===== config.mk =====
export PLATFORM = sky130hd
export DESIGN_NAME = simd_mask_stack
export DESIGN_NICKNAME = d
export VERILOG_FILES = /design/src/rtl/simd_mask_pkg.sv /design/src/rtl/mask_branch_eval.sv /design/src/rtl/mask_stack_mem.sv /design/src/rtl/simd_mask_stack.sv
export SDC_FILE = /design/constraint.sdc
export NUM_CORES = 1
export LEC_CHECK = 0
export BUFFER_PORTS_ARGS = -buffer_cell sky130_fd_sc_hd__clkbuf_2
export CORE_ASPECT_RATIO = 0.9
export CORE_UTILIZATION = 60
export DETAILED_ROUTE_END_ITERATION = 12
export HOLD_SLACK_MARGIN = 0.1
export PLACE_DENSITY_LB_ADDON = 0.08
export SYNTH_ARGS = -nofsm -noshare
export SYNTH_HDL_FRONTEND = slang
export SYNTH_SLANG_ARGS = --single-unit

===== constraint.sdc =====
create_clock -name clk -period 10.6 [get_ports clk]
set_input_delay 3.18 -clock clk [delete_from_list [all_inputs] [get_ports clk]]
set_output_delay 3.18 -clock clk [all_outputs]
set_load 0.005 [all_outputs]

===== src/rtl/simd_mask_pkg.sv =====
package simd_mask_pkg;
  typedef enum logic [1:0] {
    CMD_IDLE   = 2'd0,
    CMD_LAUNCH = 2'd1,
    CMD_BRANCH = 2'd2,
    CMD_RECONV = 2'd3
  } mask_cmd_e;
endpackage


===== src/rtl/mask_branch_eval.sv =====
module mask_branch_eval #(
  parameter int LANES = 4
) (
  input  logic [LANES-1:0] act,
  input  logic [LANES-1:0] cond,
  output logic [LANES-1:0] taken_mask,
  output logic [LANES-1:0] other_mask,
  output logic             all_take,
  output logic             none_take,
  output logic             split
);
  for (genvar g = 0; g < LANES; g++) begin : g_lane
    assign taken_mask[g] = act[g] & cond[g];
    assign other_mask[g] = act[g] & ~cond[g];
  end

  always_comb begin
    all_take  = (other_mask == '0);
    none_take = (taken_mask == '0) && !all_take;
    split     = !all_take && !none_take;
  end
endmodule


===== src/rtl/mask_stack_mem.sv =====
module mask_stack_mem #(
  parameter int DEPTH = 8,
  parameter int W     = 20
) (
  input  logic         clk,
  input  logic         rst,
  input  logic         clr,
  input  logic         push,
  input  logic         pop,
  input  logic [W-1:0] wdata,
  output logic [W-1:0] rdata,
  output logic         empty,
  output logic         full
);
  localparam int SP_W = $clog2(DEPTH + 1);
  localparam int AW   = (DEPTH > 1) ? $clog2(DEPTH) : 1;

  logic [W-1:0]    mem [DEPTH];
  logic [SP_W-1:0] sp;
  logic [SP_W-1:0] sp_top;

  assign sp_top = sp - SP_W'(1);
  assign empty  = (sp == '0);
  assign full   = (sp == SP_W'(DEPTH));
  assign rdata  = mem[sp_top[AW-1:0]];

  // storage without reset so it maps onto RAM
  always_ff @(posedge clk) begin
    if (push && !full) mem[sp[AW-1:0]] <= wdata;
  end

  always_ff @(posedge clk) begin
    if (rst || clr)          sp <= '0;
    else if (push && !full)  sp <= sp + SP_W'(1);
    else if (pop && !empty)  sp <= sp - SP_W'(1);
  end
endmodule


===== src/rtl/simd_mask_stack.sv =====
module simd_mask_stack
  import simd_mask_pkg::*;
#(
  parameter int LANES = 4,
  parameter int DEPTH = 8,
  parameter int PC_W  = 16
) (
  input  logic             clk,
  input  logic             rst,
  input  logic             start_valid,
  input  logic [LANES-1:0] start_mask,
  input  logic [PC_W-1:0]  start_pc,
  input  logic             br_valid,
  input  logic [LANES-1:0] br_cond,
  input  logic [PC_W-1:0]  br_target,
  input  logic             rc_valid,
  input  logic [PC_W-1:0]  cur_pc,
  output logic [LANES-1:0] act_mask,
  output logic [PC_W-1:0]  next_pc,
  output logic             stk_empty,
  output logic             ovf_err
);
  localparam int ENT_W = LANES + PC_W;

  logic [LANES-1:0] mask_q, full_q;
  logic [PC_W-1:0]  pc_q;
  logic             err_q;
  logic             live;
  logic [PC_W-1:0]  pc_inc;
  mask_cmd_e        cmd;

  logic [LANES-1:0] tk_mask, nt_mask;
  logic             all_take, none_take, split;
  logic             st_push, st_pop, st_clr, st_empty, st_full;
  logic [ENT_W-1:0] st_wdata, st_rdata;

  assign live   = (mask_q != '0);
  assign pc_inc = cur_pc + PC_W'(1);

  always_comb begin
    if (start_valid && (start_mask != '0)) cmd = CMD_LAUNCH;
    else if (live && br_valid)             cmd = CMD_BRANCH;
    else if (live && rc_valid)             cmd = CMD_RECONV;
    else                                   cmd = CMD_IDLE;
  end

  mask_branch_eval #(.LANES(LANES)) i_eval (
    .act        (mask_q),
    .cond       (br_cond),
    .taken_mask (tk_mask),
    .other_mask (nt_mask),
    .all_take   (all_take),
    .none_take  (none_take),
    .split      (split)
  );

  assign st_clr   = (cmd == CMD_LAUNCH);
  assign st_push  = (cmd == CMD_BRANCH) && split;
  assign st_pop   = (cmd == CMD_RECONV);
  assign st_wdata = {nt_mask, pc_inc};

  mask_stack_mem #(.DEPTH(DEPTH), .W(ENT_W)) i_stack (
    .clk   (clk),
    .rst   (rst),
    .clr   (st_clr),
    .push  (st_push),
    .pop   (st_pop),
    .wdata (st_wdata),
    .rdata (st_rdata),
    .empty (st_empty),
    .full  (st_full)
  );

  always_ff @(posedge clk) begin
    if (rst) begin
      mask_q <= '0;
      full_q <= '0;
      pc_q   <= '0;
      err_q  <= 1'b0;
    end else begin
      unique case (cmd)
        CMD_LAUNCH: begin
          mask_q <= start_mask;
          full_q <= start_mask;
          pc_q   <= start_pc;
          err_q  <= 1'b0;
        end
        CMD_BRANCH: begin
          if (all_take)       pc_q <= br_target;
          else if (none_take) pc_q <= pc_inc;
          else begin
            mask_q <= tk_mask;
            pc_q   <= br_target;
            if (st_full) err_q <= 1'b1;
          end
        end
        CMD_RECONV: begin
          if (!st_empty) begin
            mask_q <= st_rdata[ENT_W-1:PC_W];
            pc_q   <= st_rdata[PC_W-1:0];
          end else begin
            mask_q <= full_q;
            pc_q   <= pc_inc;
          end
        end
        default: begin
          if (live) pc_q <= pc_inc;
        end
      endcase
    end
  end

  assign act_mask  = mask_q;
  assign next_pc   = pc_q;
  assign stk_empty = st_empty;
  assign ovf_err   = err_q;
endmodule


After elaboration in Yosys (flattened, before gate mapping)
Memories as Yosys holds them, arrays and structs flattened. Index checks and enable logic that the tools add are counted.

Add/sub/neg operators: 3. Multipliers: 0. Div/mod/pow operators: 0. Order comparisons: 0. Equality and inequality tests: 7. Shifts and indexed selects: 0. Mux-type cells: 20. Bitwise gates (word level): 12. Reduce and logical (&&, ||, !) cells: 24.

Operators by type and width (number): 16-bit 2-to-1 mux (4); 16-bit case mux with 3 select lines (1); 4-bit 2-to-1 mux (5); 16-bit by 1-bit adder with 16-bit output (second input constant) (1); 4-bit logical NOT (3); 4-bit case mux with 3 select lines (1); 4-bit nonzero test (3); 1-bit AND (8); 1-bit logical AND (8); 2-bit 2-to-1 mux (3); 1-bit 2-to-1 mux (5); 4-bit by 1-bit adder with 4-bit output (second input constant) (1); 2-bit == test (second input constant) (2); 4-bit == test (second input constant) (1); 1-bit logical NOT (4); 2-bit != test (second input constant) (2); 1-bit inverter (4); 4-bit AND reduction (1); 2-bit nonzero test (2); 4-bit by 1-bit subtractor with 4-bit output (second input constant) (1); 3-bit AND reduction (1); 3-bit nonzero test (1); 2-bit by 1-bit == test with 1-bit output (second input constant) (1); 2-bit by 1-bit != test with 1-bit output (second input constant) (1); other kinds (2) (2).

Register bits: 29. Latch bits: 0. RAM bits: 160. Memory bits (read-only): 0. Input bits: 61. Output and inout port bits: 22. Memories: 1.

Memory list: i_stack.mem (depth 8, bits a word 20, read ports 1, clocked after Yosys merged registers in 0, wr ports 1, RTL line mask_stack_mem.sv:18) `logic [W-1:0] mem [DEPTH];`.

Longest topological paths before layout
Depth after elaboration: 11. Depth in mapped cells: 12. Gate-level depth less buffers: 8.

By module
Synthesis repeated with hierarchy kept, for this count alone.

Cells, all modules: 598. Area total of the unflattened synthesis: 8783.4 um2.

Modules (own cells, without submodules): mask_stack_mem (instances 1, cells each 288, area each 6540.0 um2, sequential area each 4884.7 um2); simd_mask_stack (instances 1, cells each 295, area each 2132.0 um2, sequential area each 500.5 um2); mask_branch_eval (instances 1, cells each 15, area each 111.4 um2, sequential area each 0.0 um2).

Worst setup path after synthesis
No wires, ideal clock.

Path kind: input to register. Start point: input start_mask[3]. End point: memory i_stack.mem[2][0], enable pin. Arrival time: 5665 ps. Required time: 10178 ps. Slack: 4513 ps. Stages on the path: 6. Cell sequence: o41a_1 > nor2_2 > nand2_1 > nor2_1 > nand2_1 > nor3_1.

Cells in the longest elaborated chain, start to end: 8.

RTL lines: from (decl) (RTL line simd_mask_stack.sv:11) `input logic [LANES-1:0] start_mask,`; 4-bit nonzero test (RTL line simd_mask_stack.sv:41) `if (start_valid && (start_mask != '0)) cmd = CMD_LAUNCH;`; 1-bit logical AND (RTL line simd_mask_stack.sv:41); 2-bit 2-to-1 mux (RTL line simd_mask_stack.sv:41); 2-bit == test (RTL line simd_mask_stack.sv:58) `assign st_push = (cmd == CMD_BRANCH) && split;`; 1-bit logical AND (RTL line simd_mask_stack.sv:58); 1-bit logical AND (RTL line mask_stack_mem.sv:29) `if (push && !full) mem[sp[AW-1:0]] <= wdata;`; 1-bit 2-to-1 mux (RTL line mask_stack_mem.sv:29); 1-bit 2-to-1 mux (implied by the code) (RTL line mask_stack_mem.sv:29); to (decl) (RTL line mask_stack_mem.sv:18).

No other way between the ends.

Worst setup path after layout
Start point: input start_mask[3]. End point: memory i_stack.mem[4][11], enable pin.

The elaborated chain is that of the path after synthesis.

==> impl_results.md <==
- Number of synthesized flops with an enable pin: 160
- CTS Sinks: 189
- Maxcap violations: 0
- Max_slew headroom: 0.243
- Reg-to-reg slack, setup: 6.73 ns
- H-tree Lvls: 4
- Yosys Warn Count: 0
- Final period utilization: 0.580
- Worst R2R Path Depth: 10
- Drt via density: between 6 and 7
- First-pass GRT wire length: 31200 um
- Worst-Margin Slew: between 1 and 1.5 ns
- Reg-to-reg endpoint: act_mask[0]
- Status: complete, no violations
- Worst Path Required: roughly 11 ns
- Leakage: 3.44 nW
- Setup Fix Bufs, Post-CTS: 0
- Initial Utilization: 0.619
- Worst r2r src: i_stack.sp[0]
- DR pass1 iterations: 5
- Top cells by count, synth: 160 x edfxtp_1, 40 x nand2_1, 33 x nor2_1
- Wirelength, routed: just over 20000 um
- Crit path from: start_mask[3]
- Die X: 126 um
- Post-CTS resize count: 0
- Clock slew at reported path FFs: 0.07 ns
- Fin nets: 725
- # DRC: 0
- Max Buffers Root-to-Sink: 2
- Final GP Congestion: 0.881
- Via count: 5502
- Total GRT Usage: 0.303
- Share of post-route cells with drive strength above 1: 0.286
- CTS tree: done
- # IOs: 83
- PortBufs: 82
- Vias in the first global route: ~5400
- Final hold vios: 0
- Critical Path Sink Type: flop
- Yosys reg bits: between 150 and 200
- Post-synth top area share: 0.577
- Mapped Area: between 8000 and 9000 um2
- Async set-reset flop share out of synthesis: 0
- Crit-path max FO: 15
- Full die area: 14400 um2
- PwrDens: 172 nW/um2
- Worst path cell trace: clkbuf_2 -> o41a_1 -> buf_4 -> nor2_2 -> nand2_1 -> nor2_1 -> nand2_1 -> nor3_2 -> buf_4
- Most common cell in the netlist: edfxtp_1
- Final TNS setup: 0 ns
- DRT iter0 DRCs: 539
- F_max: 163 MHz
- Die H: 114 um
- Dominant synthesized flop cell: edfxtp_1
- Max VDD drop: 0.127 mV
- # setup viols final: 0
- RSZ-0062 raised after global routing: no
- Gr ovfl total: 0
- Post-route ant nets: 0
- Antenna violations before repair: 0
- Startpoint class of the critical path: input pin
- WP data arrival: 6.28 ns
- DP Area: ~9000 um2
- Hold slack: ~0.47 ns
- Crit path kind: input pin to flop
- Synth Instances: 570
- Worst path slowest cell: nor3_2
- Top post-synthesis cells by area: edfxtp_1 58%, mux4_2 8.6%, dfxtp_1 7.0%
- Dominant cell type by area after synthesis: edfxtp_1
- HPWL Detailed: 13300 um
- Sequential element share of the synthesized area: 0.646
- Core area: around 13000 um2
- Largest net degree at the start of global routing: 39
- Clk_lat worst skew: roughly 0.43 ns
- Critical path endpoint: i_stack.mem[4][11]
- Worst Skew: 0.00851 ns
- Fillers: ~890
- Area added between synthesis and finish: 14.9%
- Minimum clock period: a little over 6 ns
- Fin area: between 9000 and 10000 um2
- Mapped Nets: 634
- Mean post-synth cell area: 14.6 um2
- Diode count: 0
- Worst min path class: flop to flop
- Root Driver: clkbuf_16
- WL/cell: 24.3 um
- Pins over their slew limit: 0
- Hold-fix buffers, CTS: 0
- Yosys cell types: 64
- FP Rows: 40
- CP max stage delay: 0.80 ns
- CTS Buf Count: 17
-- registers in the layout, summed over array words and instances, names as in the netlist --
signal,cells
next_pc,16
ovf_err,1
i_stack.sp,4
i_stack.mem,160
full_q,4
act_mask,4
-- per-stage QoR --
step                utilization  cells  total power [mW]  worst slack, ns
floorplan                     -    570             0.957             4.51
global placement          0.668    810              1.03             4.15
detailed placement        0.668    810              1.03             4.08
CTS                       0.711    842              1.65             4.50
global route              0.711    842              1.69             4.29
finish                    0.711    842              1.65             4.45
-- per-layer routing --
layer | track usage | wire length [um]
met5 | 0 | 0
met4 | 0.116 | 455
met3 | 0.0661 | 1640
met2 | 0.497 | 10100
met1 | 0.402 | 8280
-- worst min-delay path by stage --
stage / startpoint / endpoint / slack [ns] / depth (start not counted)
2_1_floorplan: full_q[0] / full_q[0] / 0.44 / 2
3_3_place_gp: full_q[0] / full_q[0] / 0.45 / 2
3_5_place_dp: full_q[3] / full_q[3] / 0.46 / 2
4_1_cts: full_q[3] / full_q[3] / 0.47 / 2
5_1_grt: full_q[3] / full_q[3] / 0.49 / 2
6_report: full_q[0] / full_q[0] / 0.47 / 2
-- worst max-delay path: cells and delay by family --
kind,cells,cell delay (ns)
buf+inv,3,0.71
compound gates,1,0.44
simple gates,5,1.95
-- kinds of logic (layout without fill, tap and decap cells) --
logic type	Yosys count	after routing	synth area share
compound gates	97	97	0.0841
xor+xnor	16	16	0.0191
fa+ha+maj	3	3	0.00451
buf+inv	55	159	0.0287
flops	189	189	0.646
mux	69	69	0.132
simple gates	141	141	0.0850
-- area by class of cell --
class                      instances  area [um2]  area share
inverter                          28         105      0.0110
sequential                       189        5390       0.563
clock inverter                    13         144      0.0150
multi-input combinational        326        2760       0.288
tap                              168         210      0.0220
timing repair buffer              99         538      0.0562
clock buffer                      19         433      0.0452
-- layout by cell type (no fill, tap or decap), types with 10 or more instances in the layout --
master,synthesis,final
clkbuf_2,2,82
o21ai_0,27,27
a21oi_1,11,11
mux4_2,32,32
clkbuf_16,0,17
a22oi_1,10,10
nand2_1,40,40
inv_1,27,27
buf_4,4,17
nor2_1,33,33
edfxtp_1,160,160
mux2i_1,28,28
xnor2_1,12,12
dfxtp_1,29,28
nand3_1,11,11
a311oi_1,12,12
-- power by group --
group	internal, mW	switching [mW]	total (mW)
logic	0.0668	0.112	0.179
clock network	0.349	0.278	0.626
registers	0.826	0.0142	0.841
total	1.24	0.404	1.65
(Power assumes the default switching activity.)
